**src/rtl/lsd_pkg.sv**
```systemverilog
package lsd_pkg;

    // Registered state of the channel controller
    typedef struct packed {
        logic armed;   // channel allowed to drive when commanded
        logic gate;    // gate enable to the power device
        logic flt;     // sticky fault flag
    } sup_state_t;

    localparam sup_state_t SUP_RESET = '{armed: 1'b0, gate: 1'b0, flt: 1'b0};

endpackage

```
**src/rtl/lsd_cmd_sync.sv**
```systemverilog
module lsd_cmd_sync #(
    parameter int STAGES = 2
) (
    input  logic clk,
    input  logic rst_n,
    input  logic async_i,
    output logic sync_o,
    output logic rise_o
);
    localparam int LAST = STAGES - 1;

    logic [STAGES-1:0] sh_q, sh_d;
    logic              prev_q, prev_d;

    genvar g;
    generate
        for (g = 0; g < STAGES; g++) begin : g_stage
            if (g == 0) begin : g_first
                assign sh_d[g] = async_i;
            end else begin : g_next
                assign sh_d[g] = sh_q[g-1];
            end
        end
    endgenerate

    assign prev_d = sh_q[LAST];

    always_ff @(posedge clk or negedge rst_n) begin
        if (!rst_n) begin
            sh_q   <= '0;
            prev_q <= 1'b0;
        end else begin
            sh_q   <= sh_d;
            prev_q <= prev_d;
        end
    end

    assign sync_o = sh_q[LAST];
    assign rise_o = sh_q[LAST] & ~prev_q;

endmodule

```
**src/rtl/lsd_qual_filter.sv**
```systemverilog
module lsd_qual_filter #(
    parameter int LIMIT = 6000
) (
    input  logic clk,
    input  logic rst_n,
    input  logic cond_i,
    output logic done_o
);
    localparam int            CW       = (LIMIT > 2) ? $clog2(LIMIT) : 1;
    localparam logic [CW-1:0] CNT_LAST = CW'(LIMIT - 1);

    logic [CW-1:0] cnt_q, cnt_d;
    logic          at_last;

    assign at_last = (cnt_q == CNT_LAST);

    always_comb begin
        cnt_d = cnt_q;
        if (!cond_i) begin
            cnt_d = '0;
        end else if (!at_last) begin
            cnt_d = cnt_q + 1'b1;
        end
    end

    always_ff @(posedge clk or negedge rst_n) begin
        if (!rst_n) begin
            cnt_q <= '0;
        end else begin
            cnt_q <= cnt_d;
        end
    end

    // Condition has now been present for LIMIT consecutive edges
    assign done_o = cond_i & at_last;

endmodule

```
**src/rtl/lsd_fault_sup.sv**
```systemverilog
module lsd_fault_sup
    import lsd_pkg::*;
#(
    parameter int SYNC_STAGES = 2,
    parameter int SHORT_TICKS = 6000,
    parameter int OPEN_TICKS  = 25000
) (
    input  logic clk,
    input  logic rst_n,
    input  logic cmd_in,
    input  logic drain_hi,
    input  logic ot_flag,
    input  logic ov_flag,
    input  logic uv_flag,
    output logic gate_en,
    output logic fault
);
    sup_state_t st_q, st_d;

    logic cmd_s, cmd_rise;
    logic short_cond, open_cond;
    logic short_hit, open_hit;
    logic inhibit;

    lsd_cmd_sync #(.STAGES(SYNC_STAGES)) u_sync (
        .clk     (clk),
        .rst_n   (rst_n),
        .async_i (cmd_in),
        .sync_o  (cmd_s),
        .rise_o  (cmd_rise)
    );

    // Short: device driven on but the drain stays high
    assign short_cond = cmd_s & st_q.gate & drain_hi;
    // Open load: device off but the drain is pulled low
    assign open_cond  = ~cmd_s & ~drain_hi;

    lsd_qual_filter #(.LIMIT(SHORT_TICKS)) u_short_flt (
        .clk    (clk),
        .rst_n  (rst_n),
        .cond_i (short_cond),
        .done_o (short_hit)
    );

    lsd_qual_filter #(.LIMIT(OPEN_TICKS)) u_open_flt (
        .clk    (clk),
        .rst_n  (rst_n),
        .cond_i (open_cond),
        .done_o (open_hit)
    );

    assign inhibit = ot_flag | ov_flag | uv_flag;

    always_comb begin
        st_d = st_q;
        // Latch-off causes have priority over re-arming
        if (short_hit || ov_flag) begin
            st_d.armed = 1'b0;
        end else if (cmd_rise) begin
            st_d.armed = 1'b1;
        end
        st_d.gate = cmd_s & st_d.armed & ~inhibit;
        // Set beats clear: a cause still present keeps the flag up
        st_d.flt  = short_hit | open_hit | ot_flag | (st_q.flt & ~cmd_rise);
    end

    always_ff @(posedge clk or negedge rst_n) begin
        if (!rst_n) begin
            st_q <= SUP_RESET;
        end else begin
            st_q <= st_d;
        end
    end

    assign gate_en = st_q.gate;
    assign fault   = st_q.flt;

endmodule

```
**config.mk**
```make
export PLATFORM = sky130hd
export DESIGN_NAME = lsd_fault_sup
export DESIGN_NICKNAME = d
export VERILOG_FILES = /design/src/rtl/lsd_pkg.sv /design/src/rtl/lsd_cmd_sync.sv /design/src/rtl/lsd_qual_filter.sv /design/src/rtl/lsd_fault_sup.sv
export SDC_FILE = /design/constraint.sdc
export NUM_CORES = 1
export LEC_CHECK = 0
export BUFFER_PORTS_ARGS = -buffer_cell sky130_fd_sc_hd__buf_4
export CAP_MARGIN = 25
export CORE_MARGIN = 5
export CORE_UTILIZATION = 55
export CTS_BUF_LIST = sky130_fd_sc_hd__clkbuf_4 sky130_fd_sc_hd__clkbuf_8
export DETAILED_ROUTE_END_ITERATION = 7
export GPL_TIMING_DRIVEN = 0
export HOLD_SLACK_MARGIN = 0.02
export PLACE_DENSITY = 0.79
export SLEW_MARGIN = 15
export SYNTH_ARGS = -nofsm -noshare
export SYNTH_HDL_FRONTEND = slang
export SYNTH_SLANG_ARGS = --single-unit
```
**constraint.sdc**
```tcl
create_clock -name clk -period 2.46 [get_ports clk]
set_clock_uncertainty 0.05 [all_clocks]
set_input_delay 0.246 -clock clk [delete_from_list [all_inputs] [get_ports clk]]
set_output_delay 0.246 -clock clk [all_outputs]
set_load 0.01 [all_outputs]
```
## Yosys cells after proc, flatten, opt, wreduce, memory -nomap -nowiden

Cells that the tools add are included.

- $add $sub $neg: 2
- Multipliers: 0
- Divide/modulo/power cells: 0
- Order comparisons: 0
- Equality and inequality tests: 4
- Shifts and indexed selects: 0
- Multiplexer cells: 6
- Bitwise logic cells: 19
- Reductions and logical operators: 1

Operators with widths:

| cell | number |
|---|---|
| $mux 15 | 2 |
| $mux 13 | 2 |
| $add 15x1->15 const B | 1 |
| $eq 15x15->1 const B | 1 |
| $add 13x1->13 const B | 1 |
| $eq 13x13->1 const B | 1 |
| $and 1x1->1 | 9 |
| $not 1->1 | 5 |
| $or 1x1->1 | 5 |
| $ne 2x2->1 const B | 2 |
| $mux 1 | 2 |
| $logic_or 1x1->1 | 1 |

- Bits in registers: 34
- Bits in latches: 0
- Bits in writable memories: 0
- ROM bits: 0
- Input bits: 7
- Output and inout bits: 2
- Logic and storage cells: 39
- Memories: 0

## Depth between registers and ports, before layout

Gate-level depths: netlist of run 1.

- Depth in word-level cells: 7
- Mapped depth: 5
- Depth with buffers taken out: 5

## Cells and area by module

From an unflattened synthesis of run 1, not the netlist that was laid out.

- Cells, all modules: 175
- Area total of the unflattened synthesis: 1783.0 µm²

By module, submodules not included:

| module | times used | cells an instance | area an instance (µm²) | seq. area each (µm²) |
|---|---|---|---|---|
| lsd_qual_filter at u_open_flt | 1 | 85 | 850.8 | 375.4 |
| lsd_qual_filter at u_short_flt | 1 | 74 | 713.2 | 325.3 |
| lsd_fault_sup | 1 | 12 | 130.1 | 75.1 |
| lsd_cmd_sync | 1 | 4 | 88.8 | 75.1 |

## Least setup slack after synthesis of run 1

No wires, ideal clock.

- Path type: reg-to-reg
- Start point: register u_short_flt.cnt_q[7]
- End point: register u_short_flt.cnt_q[1]
- Library setup time: 0.132 ns
- Data arrival time: 1.579 ns
- Data required time: 2.278 ns
- Path slack: 0.699 ns
- Cell stages (with the launch flop): 5
- Path buffers: 0
- Period minus slack after synthesis: 1.761 ns
- Cells stage by stage: dfrtp_1 or4b_4 nor4_4 mux2i_1 nor2_1

- Word-level cells in the longest chain between the ends: 2

RTL lines:

| what | RTL line | text |
|---|---|---|
| start, declared | lsd_qual_filter.sv:12 | `logic [CW-1:0] cnt_q, cnt_d;` |
| start signal, assigned | lsd_qual_filter.sv:30 | `cnt_q <= cnt_d;` |
| $eq 13x13->1 | lsd_qual_filter.sv:15 | `assign at_last = (cnt_q == CNT_LAST);` |
| $ne 2x2->1 (no line) | n/a |  |

Every way passes these cells.
A chain may end at the register's enable or synchronous reset.

==> qor.yml, run 1 <==
clocking:
  clock_sinks: 34
  clk_pin_slew_worst_paths_ps: 110
  cts_root_buffer: "clkbuf_4"
  htreeDepth: 2
  insertion_delay_ps: 340
  cts_buffers: 5
  post_cts_buffers: 0
  cts_buffer_depth: 2
  cts_tree: "done"
die:
  die_y_um: 64.3
  io_pins: 9
  rows: 19
  die-width_um: 64.3
  die-area_um2: 4130
  initial_utilization_pct: 58.3
  core_um2: 2780
timing:
  min_period_ps: 1920
  finalCritPeriodShare_pct: 78.0
  report.final.slew_viol_count: 0
  tns_ps: 0
  fmax_mhz: 521
  finalSetupViolations: 0
  max-slew-margin-rel_pct: 70.4
  rsz0062_at_grt: "false"
  worst_pin_slew_ps: 441
  hold_violations: 0
flow_run:
  cap_viol_max_count: 0
route:
  ant_nets: 0
  via_per_inst: 5.72
  wl_per_cell_um: 13.5
  finalWirelength_mm: 2.91
  drc_errors: 0
  first_iter_violations: 67
  via_count: 1235
  first_pass_iters: 4
yosys:
  ys_seq_elements: 34
  yosys_warnings: 0
  seq_area_frac_synth_pct: 52.5
  ys.flop_type: "dfrtp_1"
  synth.top_cell.area_share_pct: 52.5
  syn_area_um2: 1620
  synth.most_common_cell: "dfrtp_1"
  synthArstFlopShare_pct: 100
  synth_top_area_cell: "dfrtp_1"
  synth_edf_count: 0
  syn_nets: 175
  syn_avg_cell_area_um2: 9.76
  synthTopCellsByArea: "dfrtp_1 53%, xnor2_1 7.0%, nor2_1 5.3%, a21oi_1 3.4%, nand3_1 3.1%"
  synth_cells: 166
  synth.distinct_cells: 28
  netlist_top_cells_count: "34 x dfrtp_1, 23 x nor2_1, 13 x xnor2_1, 11 x a21oi_1"
power_and_ir_drop:
  switching_share_pct: 22.2
  p_switching_w: 0.000209
  pwr-share-comb_pct: 4.3
  p_leak_nw: 0.726
  p_clk_share_pct: 35.2
  pwr-share-seq_pct: 60.6
  power_w: 0.000941
  internal-power_w: 0.000732
  ir_worst_vdd_v: 0.000518
  power.density_nw_per_um2: 519
global_routing:
  grt_pass1_vias: 1230
  grt_start_max_net_pins: 35
  track_usage_pct: 16.7
  grt_remaining_overflow: 0
  grt_pass1_wl_mm: 5.42
  antenna_found_initial: 0
placed_design:
  dp_cells: 205
  gp_congestion: 0.871
  place_area_um2: 1720
  hpwl_mm: 2.06
  port-buffer-count: 8
finish:
  stdcell_area_um2: 1810
  fillCellCount: 218
  areaGrowthSynthToFinish_pct: 11.9
  nets: 193
  antenna-diode-count: 0
  regArea_um2: 851
  drive_gt1_share_pct: 12.4
  fin_cells: 216
  finish.utilization_pct: 65.2
  multiInputGateArea_um2: 724
worst_setup_path:
  start_kind: "flip-flop"
  crit_type: "reg -> reg"
  r2r_cells: 4
  cp.arrival_ps: 2150
  cp_max_fo: 8
  worst_setup_path_end_kind: "flip-flop"
  worst_ep_required_time_ps: 2690
status:
  outcome: "complete, no violations"
min_path:
  hp-class: "in -> reg"
  hold_depth: 4
## flip-flops by register name, indices dropped and copies added (netlist names)
register,count
gate_en,1
st_q,1
fault,1
u_sync.sh_q,2
u_short_flt.cnt_q,13
u_open_flt.cnt_q,15
u_sync.prev_q,1
## power by group through the flow
| stage | clock [W] | combinational (W) | sequential (W) |
|---|---|---|---|
| global route | 0.000382 | 0.0000459 | 0.000571 |
| floorplan | 0 | 0.0000125 | 0.000581 |
| detailed placement | 0 | 0.0000376 | 0.000581 |
| CTS | 0.000347 | 0.0000413 | 0.000570 |
| global placement | 0 | 0.0000358 | 0.000580 |
| finish | 0.000331 | 0.0000403 | 0.000570 |
## layout by cell type (no fill, tap or decap), drive strengths merged, types with 2 or more instances in the layout
cell type    netlist  layout
nand3             10      10
nor4               8       8
nor3               7       7
xnor2             13      13
o21ai              7       7
buf                0       8
inv                8       8
dfrtp             34      34
ha                 2       2
xor2               3       3
nor2              23      23
nand4              6       6
nand2             10      10
a21oi             11      11
clkbuf             4      11
or3                8       8
mux2i              2       2
dlygate4sd3        0       3
## metrics by stage
stage                     hold WS [ps]  setup slack, ps
after detailed placement           166              564
final                              126              541
after global placement             156              589
after global routing               115              463
after CTS                          103              535
after floorplan                  -99.6              699
## timing repair
item,CTS,global route
resized for setup,0,0
endpoints found under the hold margin,37,0
endpoints found under the setup margin,0,0
hold buffers,3,0
## layer usage
| metal | vias to the layer above | GRT usage [%] | routed length, um |
|---|---|---|---|
| met5 | - | 0 | 0 |
| met4 | 0 | 6.11 | 51 |
| met3 | 5 | 5.95 | 121 |
| met2 | 23 | 27.2 | 1430 |
| met1 | 584 | 20.2 | 1300 |
| li1 | 623 | - | - |
## area by class of cell
cell class | instances | area share, %
Inverter | 8 | 1.66
Buffer | 4 | 0.828
Timing Repair Buffer | 11 | 4.97
Clock buffer | 7 | 3.24
Clock inverter | 1 | 0.276
Sequential cell | 34 | 46.9
Multi-Input combinational cell | 120 | 40.0
Tap cell | 31 | 2.14
## worst paths after layout
| path | from | end | slack, ps |
|---|---|---|---|
| hold / removal | uv_flag | gate_en | 130 |
| setup / recovery | u_short_flt.cnt_q[4] | fault | 540 |
| max in group asynchronous | rst_n | u_open_flt.cnt_q[10] | 1700 |
| setup reg to reg | u_short_flt.cnt_q[4] | fault | 540 |
| hold reg to reg | u_sync.sh_q[0] | u_sync.sh_q[1] | 310 |
| min in group asynchronous | rst_n | u_open_flt.cnt_q[3] | 350 |
## critical path, cell delays in order, from the launching register on
cell,delay [ps]
dfrtp_1,440
or4b_4,540
nor4_4,460
and2b_1,240
or3b_1,130
## cells by family (layout without fill, tap and decap cells)
kind of cell / after synthesis / after routing / share of synthesized area, %
simple gates: 79 / 79 / 26.3
flops: 34 / 34 / 52.5
compound gates: 21 / 21 / 7.03
xor+xnor: 16 / 16 / 8.65
buf+inv: 12 / 31 / 2.78
fa+ha+maj: 2 / 2 / 1.54
mux: 2 / 2 / 1.24
Note: power is estimated with default switching activity, not from simulation.
==> inputs of run 2 (changes only) <==
==> constraint.sdc (replaced) <==
create_clock -name clk -period 1.92 [get_ports clk]
set_clock_uncertainty 0.05 [all_clocks]
set_input_delay 0.192 -clock clk [delete_from_list [all_inputs] [get_ports clk]]
set_output_delay 0.192 -clock clk [all_outputs]
set_load 0.01 [all_outputs]
==> qor.yml, run 2 (synthesis gave the netlist of run 1 again) <==
min_path:
  hold_depth: 4  # unchanged
  hp-start: "uv_flag"
  whs_endpoint: "gate_en"
  hp-class: "in -> reg"
global_routing:
  grt_pass1_vias: 1230  # unchanged
  grt_remaining_overflow: 0  # unchanged
  grt_pass1_wl_mm: 5.44  # +0.39%
  antenna_found_initial: 0  # unchanged
  grt_start_max_net_pins: 35  # unchanged
  track_usage_pct: 16.8  # +0.073 points
worst_setup_path:
  cp_max_fo: 8  # unchanged
  worst_setup_path_end_kind: "flip-flop"
  cp_cell_sequence: "or4b_4, nor4_4, and2b_1, or3b_1"
  slowest_stage: "or4b_4"
  reg2reg_to: "fault"
  slowest_delay_ps: 540  # about the same
  worst_ep_required_time_ps: 2150  # -540 ps
  crit_type: "reg -> reg"
  cp.arrival_ps: 2030  # -120 ps
  cp_top_family: "simple AND/OR/NAND/NOR gates"
  timing.critical_path.buf_inv: 0  # unchanged
  r2r_cells: 4  # unchanged
  rr_startpoint: "u_short_flt.cnt_q[4]"
  start_kind: "flip-flop"
  r2r_slack_ps: 110  # -430 ps
die:
  initial_utilization_pct: 58.3  # unchanged
  die-width_um: 64.3  # unchanged
  die_y_um: 64.3  # unchanged
  rows: 19  # unchanged
  io_pins: 9  # unchanged
  die-area_um2: 4130  # unchanged
  core_um2: 2780  # unchanged
clocking:
  cts_buffers: 5  # unchanged
  cts_tree: "done"
  post_cts_buffers: 0  # unchanged
  cts_root_buffer: "clkbuf_4"
  cts_buffer_depth: 2  # unchanged
  htreeDepth: 2  # unchanged
  clk_pin_slew_worst_paths_ps: 110  # about the same
  ctsResizeCount: 0  # unchanged
  insertion_delay_ps: 340  # about the same
  clock_sinks: 34  # unchanged
finish:
  stdcell_area_um2: 1810  # unchanged
  antenna-diode-count: 0  # unchanged
  finish.utilization_pct: 65.2  # unchanged
  nets: 193  # unchanged
  layout_commonest_cell: "dfrtp_1"
  areaGrowthSynthToFinish_pct: 11.9  # unchanged
  reg.largest.list: "u_open_flt.cnt_q x15, u_short_flt.cnt_q x13, u_sync.sh_q x2"
  largest_reg_flops: 15  # unchanged
  final_cell_mix: "34 x dfrtp_1, 23 x nor2_1, 13 x xnor2_1"
  top_register: "u_open_flt.cnt_q"
  drive_gt1_share_pct: 12.4  # unchanged
placed_design:
  gp_congestion: 0.871  # unchanged
  port-buffer-count: 8  # unchanged
  pre_cts_slack_ps: 23.6  # -540 ps
  hpwl_mm: 2.06  # unchanged
  place_area_um2: 1720  # unchanged
timing:
  report.final.slew_viol_count: 0  # unchanged
  fmax_mhz: 553  # +6.2%
  finalSetupViolations: 0  # unchanged
  setup_ws_ps: 112  # -428 ps
  worst_pin_slew_ps: 441  # +0.396 ps
  min_period_ps: 1810  # -112 ps
  tns_ps: 0  # unchanged
  rsz0062_at_grt: "false"
  hold_violations: 0  # unchanged
  finalCritPeriodShare_pct: 94.2  # +16 points
  max-slew-margin-rel_pct: 70.4  # about the same
route:
  finalWirelength_mm: 2.92  # +0.38%
  ant_nets: 0  # unchanged
  wl_per_cell_um: 13.5  # +0.38%
  first_iter_violations: 69  # +3.0%
  drc_errors: 0  # unchanged
  via_count: 1236  # +0.081%
  via_per_inst: 5.72  # about the same
  first_pass_iters: 4  # unchanged
power_and_ir_drop:
  power_w: 0.00121  # +28%
  p_leak_nw: 0.726  # unchanged
  power.density_nw_per_um2: 665  # +28%
  ir_worst_vdd_v: 0.000663  # +28%
status:
  outcome: "complete, no violations"
flow_run:
  cap_viol_max_count: 0  # unchanged
-- run 2: final cells by class --
| class | count | area [um^2] |
|---|---|---|
| clock buffer | 7 | 58.8 |
| buffer | 4 | 15.0 |
| fill | 218 | 968 |
| clock inverter | 1 | 5.00 |
| tap | 31 | 38.8 |
| timing repair buffer | 11 | 90.1 |
| sequential | 34 | 851 |
| multi-input combinational | 120 | 724 |
| inverter | 8 | 30.0 |
-- run 2: per-stage QoR --
step	cells	hold slack [ps]
floorplan	166	-154
detailed placement	205	112
CTS	216	48.8
global placement	205	102
finish	216	72.2
global route	216	60.5
-- run 2: how the worst max path moves through the flow --
stage,startpoint,cells past startpoint,to
global route,u_short_flt.cnt_q[4],4,fault
finish,u_short_flt.cnt_q[4],4,fault
global placement,u_short_flt.cnt_q[4],4,u_short_flt.cnt_q[1]
floorplan,u_short_flt.cnt_q[7],4,u_short_flt.cnt_q[1]
detailed placement,u_short_flt.cnt_q[4],4,fault
CTS,u_short_flt.cnt_q[4],4,fault
-- run 2: report_power, final --
| group | internal [W] | total [W] | switching [W] |
|---|---|---|---|
| combinational | 0.0000218 | 0.0000517 | 0.0000299 |
| sequential | 0.000724 | 0.000730 | 0.00000593 |
| clock | 0.000192 | 0.000424 | 0.000232 |
| total | 0.000937 | 0.00121 | 0.000268 |
-- run 2: tightest hold or removal path: cells and delay by family --
kind | cells | cell delay, ps
buf+inv | 1 | 80
simple gates | 2 | 80
compound gates | 1 | 80
-- run 2: timing repair --
action                                  4_1_cts  5_1_grt
endpoints found under the hold margin        37        0
endpoints found under the setup margin        1        0
hold buffers                                  3        0
-- run 2: routing by layer --
metal  wire length (um)  global-route usage, %  vias to the layer above
met1               1310                   20.4                      585
met4                 51                   6.11                        0
li1                   -                      -                      623
met3                119                   5.95                        5
met2               1440                   27.2                       23
met5                  0                      0                        -
